<file path="src/rtl/tck_pacer_pkg.sv">
package tck_pacer_pkg;

  typedef enum logic [1:0] {
    PH_IDLE,
    PH_LOW,
    PH_HIGH
  } phase_e;

  // strobes from control to datapath, at most one of rise/fall/abort per cycle
  typedef struct packed {
    logic load;
    logic rise;
    logic fall;
    logic abort;
  } strobe_t;

endpackage

</file>
<file path="src/rtl/tck_pacer_sync.sv">
module tck_pacer_sync #(
  parameter int STAGES = 2
) (
  input  logic clk,
  input  logic rstN,
  input  logic asyncIn,
  output logic syncOut
);

  logic [STAGES-1:0] chain;

  always_ff @(posedge clk or negedge rstN) begin
    if (!rstN) chain <= '0;
    else       chain <= {chain[STAGES-2:0], asyncIn};
  end

  assign syncOut = chain[STAGES-1];

endmodule

</file>
<file path="src/rtl/tck_pacer_ctrl.sv">
module tck_pacer_ctrl
  import tck_pacer_pkg::*;
#(
  parameter int MAX_BITS = 16,
  parameter int CYC_W    = 8,
  parameter int TO_W     = 10,
  parameter int CNT_W    = $clog2(MAX_BITS + 1)
) (
  input  logic             clk,
  input  logic             rstN,
  input  logic             adaptive,
  input  logic [CYC_W-1:0] halfPeriod,
  input  logic [CYC_W-1:0] minGap,
  input  logic [TO_W-1:0]  timeoutLimit,
  input  logic             reqValid,
  input  logic [CNT_W-1:0] reqCount,
  input  logic             rtckSync,
  input  logic             lastBit,
  output strobe_t          stb,
  output logic             busy,
  output logic             done,
  output logic             timeoutErr
);

  localparam int CW1 = CYC_W + 1;

  phase_e           phase;
  logic [CYC_W-1:0] cnt;
  logic [TO_W-1:0]  waitCnt;

  logic             reqOk;
  logic             inPhase;
  logic             wantHigh;
  logic             matched;
  logic [CYC_W-1:0] target;
  logic [CW1-1:0]   cntNext;
  logic             reach;
  logic             fire;
  logic             timedOut;

  assign reqOk    = reqValid && (reqCount != '0) && (reqCount <= CNT_W'(MAX_BITS));
  assign inPhase  = (phase != PH_IDLE);
  assign wantHigh = (phase == PH_HIGH);
  // fixed mode never waits on the echo
  assign matched  = !adaptive || (rtckSync == wantHigh);
  assign target   = adaptive ? minGap : halfPeriod;
  assign cntNext  = {1'b0, cnt} + CW1'(1);
  assign reach    = cntNext >= {1'b0, target};
  assign fire     = inPhase && matched && reach;
  assign timedOut = adaptive && (timeoutLimit != '0) && !matched
                    && (waitCnt == timeoutLimit - TO_W'(1));

  always_comb begin
    stb       = '0;
    stb.load  = (phase == PH_IDLE) && reqOk;
    stb.rise  = fire && (phase == PH_LOW);
    stb.fall  = fire && wantHigh;
    stb.abort = inPhase && timedOut;
  end

  always_ff @(posedge clk or negedge rstN) begin
    if (!rstN) begin
      phase      <= PH_IDLE;
      cnt        <= '0;
      waitCnt    <= '0;
      done       <= 1'b0;
      timeoutErr <= 1'b0;
    end else begin
      done <= 1'b0;
      case (phase)
        PH_IDLE: begin
          if (stb.load) begin
            phase      <= PH_LOW;
            cnt        <= '0;
            waitCnt    <= '0;
            timeoutErr <= 1'b0;
          end
        end
        default: begin
          if (stb.abort) begin
            phase      <= PH_IDLE;
            timeoutErr <= 1'b1;
          end else if (fire) begin
            cnt     <= '0;
            waitCnt <= '0;
            if (phase == PH_LOW) begin
              phase <= PH_HIGH;
            end else if (lastBit) begin
              phase <= PH_IDLE;
              done  <= 1'b1;
            end else begin
              phase <= PH_LOW;
            end
          end else if (matched) begin
            cnt <= cntNext[CYC_W-1:0];
          end else begin
            waitCnt <= waitCnt + TO_W'(1);
          end
        end
      endcase
    end
  end

  assign busy = inPhase;

endmodule

</file>
<file path="src/rtl/tck_pacer_dp.sv">
module tck_pacer_dp
  import tck_pacer_pkg::*;
#(
  parameter int MAX_BITS    = 16,
  parameter int SYNC_STAGES = 2,
  parameter int CNT_W       = $clog2(MAX_BITS + 1)
) (
  input  logic                clk,
  input  logic                rstN,
  input  strobe_t             stb,
  input  logic [CNT_W-1:0]    reqCount,
  input  logic [MAX_BITS-1:0] reqTms,
  input  logic [MAX_BITS-1:0] reqTdi,
  input  logic                rtck,
  input  logic                tdo,
  output logic                tck,
  output logic                tms,
  output logic                tdi,
  output logic [MAX_BITS-1:0] tdoBits,
  output logic                rtckSync,
  output logic                lastBit
);

  localparam int IDX_W = $clog2(MAX_BITS);

  logic [MAX_BITS-1:0] tmsReg;
  logic [MAX_BITS-1:0] tdiReg;
  logic [IDX_W-1:0]    bitIdx;
  logic [IDX_W-1:0]    lastIdx;
  logic [IDX_W-1:0]    nextIdx;

  assign nextIdx = bitIdx + IDX_W'(1);
  assign lastBit = (bitIdx == lastIdx);

  tck_pacer_sync #(.STAGES(SYNC_STAGES)) i_sync (
    .clk    (clk),
    .rstN   (rstN),
    .asyncIn(rtck),
    .syncOut(rtckSync)
  );

  always_ff @(posedge clk or negedge rstN) begin
    if (!rstN) begin
      tck     <= 1'b0;
      tms     <= 1'b0;
      tdi     <= 1'b0;
      tmsReg  <= '0;
      tdiReg  <= '0;
      bitIdx  <= '0;
      lastIdx <= '0;
    end else if (stb.load) begin
      tck     <= 1'b0;
      tmsReg  <= reqTms;
      tdiReg  <= reqTdi;
      tms     <= reqTms[0];
      tdi     <= reqTdi[0];
      bitIdx  <= '0;
      lastIdx <= IDX_W'(reqCount - CNT_W'(1));
    end else if (stb.rise) begin
      tck <= 1'b1;
    end else if (stb.fall) begin
      tck <= 1'b0;
      if (!lastBit) begin
        bitIdx <= nextIdx;
        tms    <= tmsReg[nextIdx];
        tdi    <= tdiReg[nextIdx];
      end
    end else if (stb.abort) begin
      tck <= 1'b0;
    end
  end

  // one capture flop per bit position
  for (genvar g = 0; g < MAX_BITS; g++) begin : gCap
    logic capQ;
    always_ff @(posedge clk or negedge rstN) begin
      if (!rstN)                                  capQ <= 1'b0;
      else if (stb.load)                          capQ <= 1'b0;
      else if (stb.rise && bitIdx == IDX_W'(g))   capQ <= tdo;
    end
    assign tdoBits[g] = capQ;
  end

endmodule

</file>
<file path="src/rtl/tck_pacer.sv">
module tck_pacer
  import tck_pacer_pkg::*;
#(
  parameter int MAX_BITS    = 16,
  parameter int CYC_W       = 8,
  parameter int TO_W        = 10,
  parameter int SYNC_STAGES = 2,
  parameter int CNT_W       = $clog2(MAX_BITS + 1)
) (
  input  logic                clk,
  input  logic                rstN,
  input  logic                adaptive,
  input  logic [CYC_W-1:0]    halfPeriod,
  input  logic [CYC_W-1:0]    minGap,
  input  logic [TO_W-1:0]     timeoutLimit,
  input  logic                reqValid,
  input  logic [CNT_W-1:0]    reqCount,
  input  logic [MAX_BITS-1:0] reqTms,
  input  logic [MAX_BITS-1:0] reqTdi,
  output logic                busy,
  output logic                done,
  output logic                timeoutErr,
  output logic [MAX_BITS-1:0] tdoBits,
  output logic                tck,
  output logic                tms,
  output logic                tdi,
  input  logic                tdo,
  input  logic                rtck
);

  strobe_t stb;
  logic    rtckSync;
  logic    lastBit;

  tck_pacer_ctrl #(
    .MAX_BITS(MAX_BITS), .CYC_W(CYC_W), .TO_W(TO_W), .CNT_W(CNT_W)
  ) i_ctrl (
    .clk         (clk),
    .rstN        (rstN),
    .adaptive    (adaptive),
    .halfPeriod  (halfPeriod),
    .minGap      (minGap),
    .timeoutLimit(timeoutLimit),
    .reqValid    (reqValid),
    .reqCount    (reqCount),
    .rtckSync    (rtckSync),
    .lastBit     (lastBit),
    .stb         (stb),
    .busy        (busy),
    .done        (done),
    .timeoutErr  (timeoutErr)
  );

  tck_pacer_dp #(
    .MAX_BITS(MAX_BITS), .SYNC_STAGES(SYNC_STAGES), .CNT_W(CNT_W)
  ) i_dp (
    .clk     (clk),
    .rstN    (rstN),
    .stb     (stb),
    .reqCount(reqCount),
    .reqTms  (reqTms),
    .reqTdi  (reqTdi),
    .rtck    (rtck),
    .tdo     (tdo),
    .tck     (tck),
    .tms     (tms),
    .tdi     (tdi),
    .tdoBits (tdoBits),
    .rtckSync(rtckSync),
    .lastBit (lastBit)
  );

endmodule

</file>
<file path="config.mk">
export PLATFORM = sky130hd
export DESIGN_NAME = tck_pacer
export DESIGN_NICKNAME = d
export VERILOG_FILES = /design/src/rtl/tck_pacer_pkg.sv /design/src/rtl/tck_pacer_sync.sv /design/src/rtl/tck_pacer_ctrl.sv /design/src/rtl/tck_pacer_dp.sv /design/src/rtl/tck_pacer.sv
export SDC_FILE = /design/constraint.sdc
export NUM_CORES = 1
export LEC_CHECK = 0
export ABC_AREA = 1
export BUFFER_PORTS_ARGS = -buffer_cell sky130_fd_sc_hd__buf_2
export CAP_MARGIN = 20
export CORE_AREA = 2 2 94 114
export CTS_CLUSTER_SIZE = 28
export DETAILED_ROUTE_END_ITERATION = 8
export DIE_AREA = 0 0 96 116
export GPL_TIMING_DRIVEN = 0
export PLACE_DENSITY = 0.77
export SLEW_MARGIN = 20
export SYNTH_ARGS = -nofsm -noshare
export SYNTH_HDL_FRONTEND = slang
export SYNTH_SLANG_ARGS = --single-unit
export TNS_END_PERCENT = 1
</file>
<file path="constraint.sdc">
create_clock -name clk -period 3.6 [get_ports clk]
set_clock_uncertainty 0.15 [all_clocks]
set_input_delay 0.18 -clock clk [delete_from_list [all_inputs] [get_ports clk]]
set_output_delay 0.18 -clock clk [all_outputs]
set_load 0.02 [all_outputs]
</file>
# After elaboration in Yosys (flattened, before gate mapping)
# Index checks and enable logic that the tools add are counted.
# totals
ff_bits	83
latch_bits	0
ramBits	0
rom_bits	0
output_inout_bits	22
word_cells	200
n_memories	0
# classes
addsub	5
mul	0
div	0
order_cmp	3
n_eq_ne	25
shift	0
mux	77
bitwise	0
n_reduce_logical	61
# ops
cell	count
1-bit two-way mux	55
10-bit two-way mux	5
8-bit two-way mux	6
2-bit nonzero test	19
4-bit == test (second input constant)	8
1-bit logical AND	27
4-bit by 3-bit == test with 1-bit output (second input constant)	4
4-bit two-way mux	4
10-bit by 1-bit adder with 10-bit output (second input constant)	1
10-bit == test	1
2-bit two-way mux	5
10-bit nonzero test	1
10-bit by 1-bit subtractor with 10-bit output (second input constant)	1
8-bit by 1-bit adder with 9-bit output (second input constant)	1
9-bit by 8-bit greater-or-equal comparator with 1-bit output	1
3-bit AND reduction	3
1-bit binary-select mux with 4-bit select	2
4-bit by 2-bit == test with 1-bit output (second input constant)	2
2-bit != test (second input constant)	3
3-bit nonzero test	2
5-bit <= comparator (second input constant)	1
4-bit by 5-bit less-than comparator with 1-bit output (second input constant)	1
5-bit nonzero test	1
4-bit by 1-bit adder with 4-bit output (second input constant)	1
other kinds (14)	16

# Logic depth before layout (Yosys ltp)
# logic_depth
word_depth	11
mapped_depth	19
ltp_nobuf	18

# Hierarchy
# From an unflattened synthesis, not the netlist that was laid out.
# hier_totals
hier_cells	708
hier_area_um2	5293.8
# modules_own_cells
mod	instances	cells_each	area_each_um2	seq_area_each_um2
tck_pacer_dp	1	376	3039.2	1476.4
tck_pacer_ctrl	1	330	2204.6	550.5
tck_pacer_sync	1	2	50.0	50.0

# Worst setup path before layout
# Ideal clock, no wire load.
# synth_timing
path_type	reg-to-reg
from	reg i_ctrl.cnt[0]
to	reg i_dp.gCap[0].capQ
setup_ns	0.117
arrival_ns	2.257
slack_ns	1.076
path_stages_with_launch	18
path_buffers	1
cell_sequence	dfrtp_1 -> ha_1 -> nand2_2 -> nor3_1 -> xor2_1 -> ha_1 -> a21o_1 -> nand3_2 -> nand2_2 -> nor2_4 -> nand3_2 -> nand2_4 -> inv_4 -> buf_6 -> nand3_2 -> nand2_1 -> inv_1 -> nor2_1
# synth_between
elab_chain_len	6
# synth_rtl
element	line	source
start, declared	tck_pacer_ctrl.sv:28	logic [CYC_W-1:0] cnt;
start signal, assigned	tck_pacer_ctrl.sv:95	cnt <= cntNext[CYC_W-1:0];
8-bit by 1-bit adder with 9-bit output	tck_pacer_ctrl.sv:47	assign cntNext = {1'b0, cnt} + CW1'(1);
9-bit by 8-bit greater-or-equal comparator with 1-bit output	tck_pacer_ctrl.sv:48	assign reach = cntNext >= {1'b0, target};
1-bit logical AND	tck_pacer_ctrl.sv:49	assign fire = inPhase && matched && reach;
1-bit logical AND	tck_pacer_ctrl.sv:56	stb.rise = fire && (phase == PH_LOW);
1-bit logical AND	tck_pacer_dp.sv:79	else if (stb.rise && bitIdx == IDX_W'(g)) capQ <= tdo;
2-bit nonzero test (no source line)	n/a	
end signal, assigned	tck_pacer_dp.sv:79	
end, declared	tck_pacer_dp.sv:75	logic capQ;
# Every way passes these cells.
# A chain may end at the register's enable or synchronous reset.

# Final worst setup path
# layout_timing
from	reg i_ctrl.cnt[0]
to	reg i_ctrl.waitCnt[6]
# layout_between
elab_chain_len	6
# layout_rtl
element	line	source
8-bit by 1-bit adder with 9-bit output (*)	tck_pacer_ctrl.sv:47	
9-bit by 8-bit greater-or-equal comparator with 1-bit output (*)	tck_pacer_ctrl.sv:48	
1-bit logical AND (*)	tck_pacer_ctrl.sv:49	
10-bit two-way mux	tck_pacer_ctrl.sv:83	end else if (fire) begin
10-bit two-way mux	tck_pacer_ctrl.sv:80	if (stb.abort) begin
10-bit two-way mux	tck_pacer_ctrl.sv:70	case (phase)
end signal, assigned	tck_pacer_ctrl.sv:97	waitCnt <= waitCnt + TO_W'(1);
end, declared	tck_pacer_ctrl.sv:29	logic [TO_W-1:0] waitCnt;
# Every way passes the cells marked *; elsewhere a longest branch is shown, timed or not. The select of a mux whose other input is x is not followed.

==> impl_metrics.json <==
{
  "power_mw": 4.44,
  "worst_pin_slew_ps": 552,
  "synth.distinct_cells": 39,
  "cp_slowest_cell": "dfrtp_1",
  "wl_um": 13300,
  "switching_share": 0.411,
  "synth_mux_area_frac": 0.0169,
  "numCtsBuffers": 9,
  "yosys_warnings": 0,
  "tritoncts": "done",
  "die_w_um": 96,
  "rrSetupSlack_ps": 630,
  "powerDensity_nw_per_um2": 662,
  "regToRegEndpoint": "i_ctrl.waitCnt[6]",
  "synth_seq_cells": 83,
  "setup_viol": 0,
  "clkPwrFrac": 0.233,
  "cts_root_buf": "clkbuf_16",
  "layout_setup_ws_ps": 630,
  "drc": 0,
  "crit_path_max_fanout": 10,
  "hold_depth": 3,
  "p_int_mw": 2.62,
  "critPathBufInv": 1,
  "cp_slowest_stage_delay_ps": 420,
  "syn_to_final_growth_pct": 24.4,
  "drt-wirelength-per-cell_um": 13.0,
  "initial_core_util": 0.542,
  "end_kind": "flop",
  "layout_min_cycle_time_ps": 2970,
  "coreArea_um2": 9960,
  "dp_slack_ps": 717,
  "yosys.area_share.xor_xnor": 0.0487,
  "drive_above_1_share": 0.185,
  "antenna_found_initial": 0,
  "die-area_um2": 11100,
  "irDropWorstVdd_v": 0.000437,
  "clock_sinks": 83,
  "rows": 40,
  "grt_pass1_wl_um": 22700,
  "fin_nets": 980,
  "syn_area_um2": 5400,
  "arrival_ps": 3040,
  "postCtsSetupRepairBufs": 0,
  "timing.rr.start": "i_ctrl.cnt[0]",
  "gp_congestion": 0.848,
  "drv_slew": 0,
  "cp.required_ps": 3670,
  "pwr-share-seq": 0.329,
  "hp-class": "input pin to flop",
  "path_delay_family": "simple AND/OR/NAND/NOR gates",
  "synth_fa_ha_area_frac": 0.0394,
  "netlist_instances": 758,
  "synth_compound_area_frac": 0.0666,
  "grt_usage": 0.258,
  "max-cap-violations": 0,
  "layout_commonest_cell": "nand2_1",
  "worst_r2r_path_depth": 13,
  "comb_power_share": 0.438,
  "tns_ps": 0,
  "hpwl_um": 9540,
  "ios": 91,
  "drtAntennaViolNets": 0,
  "slew-limit-headroom": 0.630,
  "drt_iter0_markers": 237,
  "outcome": "finished clean",
  "avgSynthCellArea_um2": 7.12,
  "drt_first_pass_iters": 4,
  "avgViaCountPerCell": 5.07,
  "ctsHoldBuffers": 35,
  "holdPathEnd": "i_dp.lastIdx[3]",
  "cts_max_level": 3,
  "fin_crit_sh": 0.825,
  "max_freq_mhz": 337,
  "route.vias.total": 5189,
  "finalNonFillerCells": 1024,
  "cp_cell_sequence": "ha_1 -> nand2_2 -> nor3_1 -> xor2_1 -> ha_1 -> a21o_1 -> nand3_2 -> nand2_2 -> nor2_4 -> nand4_2 -> buf_2 -> nand3_1 -> nand2_1",
  "fp.dieH_um": 116,
  "p_sw_mw": 1.83,
  "final_cell_mix": "nand2_1, nor2_1, buf_2",
  "clkTransAtPathRegs_ps": 60,
  "min_from": "reqCount[3]",
  "fillers": 823,
  "gr-total-overflow": 0,
  "cts_resized": 0,
  "ys_seq_area_frac": 0.385,
  "worst_setup_path_start_kind": "flop",
  "synth_nets": 844,
  "seqCellArea_um2": 2080,
  "multiInputGateArea_um2": 2740,
  "async_reset_ff_frac": 1.00,
  "rsz0062_at_grt": "false",
  "synth_top_family_by_area": "simple AND/OR/NAND/NOR gates",
  "power.leakage_nw": 3.71,
  "grt_max_degree": 60,
  "place_inst": 974,
  "io_buffers": 89,
  "clkLatencyLatePin_ps": 340,
  "synth-simple-area-share": 0.335,
  "synth_edf_count": 0,
  "synth_flop_cell": "dfrtp_1",
  "cts.path.max_buffers": 2,
  "critPathKind": "flop to flop",
  "hold_viol_final": 0,
  "grt_pass1_vias": 5250,
  "antenna_cells": 0
}
## area by class of cell
cell class / instances / share of cell area
clock buffer: 9 / 0.0336
multi-input combinational: 545 / 0.408
inverter: 88 / 0.0496
sequential: 83 / 0.310
tap: 126 / 0.0235
timing repair buffer: 125 / 0.123
clock inverter: 6 / 0.0157
buffer: 42 / 0.0373
## worst reg2reg max path: stages (launching register included)
cell,delay (ps)
dfrtp_1,420
ha_1,230
nand2_2,90
nor3_1,220
xor2_1,300
ha_1,310
a21o_1,180
nand3_2,70
nand2_2,60
nor2_4,120
nand4_2,240
buf_2,290
nand3_1,110
nand2_1,60
## cells by family (layout without fill, tap and decap cells)
group | Yosys count | after routing
and+or+nand+nor | 424 | 424
buffers and inverters | 130 | 270
DFF | 83 | 83
AOI/OAI and AO/OA | 65 | 65
xor gates and xnor gates | 30 | 30
adders and majority gates | 17 | 17
muxes | 9 | 9
## routing by layer
layer | GRT usage | part of all wire | vias up
met2 | 0.466 | 0.53 | 122
li1 | - | - | 2610
met5 | 0 | 0 | -
met4 | 0.100 | 0.022 | 0
met1 | 0.292 | 0.40 | 2429
met3 | 0.0592 | 0.040 | 28
## registers in the layout, indices dropped and copies added (netlist names), 2 cells and up
| signal | flops |
|---|---|
| i_dp.gCap.capQ | 16 |
| i_dp.tdiReg | 16 |
| i_dp.tmsReg | 16 |
| i_ctrl.waitCnt | 10 |
| i_ctrl.cnt | 8 |
| i_dp.bitIdx | 4 |
| i_dp.lastIdx | 4 |
| i_ctrl.phase | 2 |
| i_dp.i_sync.chain | 2 |
## power groups by stage
stage,clock (mW),combinational (mW),sequential [mW]
2_1_floorplan,0,1.40,1.43
6_report,1.04,1.95,1.46
3_5_place_dp,0,1.88,1.47
5_1_grt,1.09,2.21,1.50
4_1_cts,1.04,1.94,1.46
3_3_place_gp,0,1.81,1.45
## stage by stage
stage	util	cell area (um2)	hold WS, ps
after CTS	0.674	6710	32.8
final	0.674	6710	31.6
after global placement	0.602	6000	159
after floorplan	-	5400	-266
after global routing	0.674	6710	61.1
after detailed placement	0.605	6030	-40.6
## worst max-delay path by stage
stage / from / to / slack (ps) / cells after the start
after CTS: i_ctrl.cnt[0] / i_ctrl.waitCnt[6] / 650 / 13
after global placement: i_ctrl.cnt[0] / i_ctrl.waitCnt[2] / 750 / 13
after floorplan: i_ctrl.cnt[0] / i_dp.gCap[0].capQ / 1080 / 17
final: i_ctrl.cnt[0] / i_ctrl.waitCnt[6] / 630 / 13
after global routing: i_ctrl.cnt[0] / i_dp.tdi / 370 / 16
after detailed placement: i_ctrl.cnt[0] / i_ctrl.waitCnt[6] / 720 / 13
## synthesized netlist by cell type (8+ instances only)
library cell	n	share of area
a21oi_1	11	0.010
nand2_1	245	0.17
inv_1	85	0.059
ha_1	17	0.039
buf_2	10	0.0093
xor2_1	19	0.031
mux2i_1	8	0.015
nand3_2	13	0.024
nand3_1	40	0.037
nor2_1	99	0.069
dfrtp_1	83	0.38
clkbuf_1	11	0.0077
buf_4	16	0.022
o21ai_0	39	0.036
xnor2_1	11	0.018
Note: power is estimated with default switching activity, not from simulation.
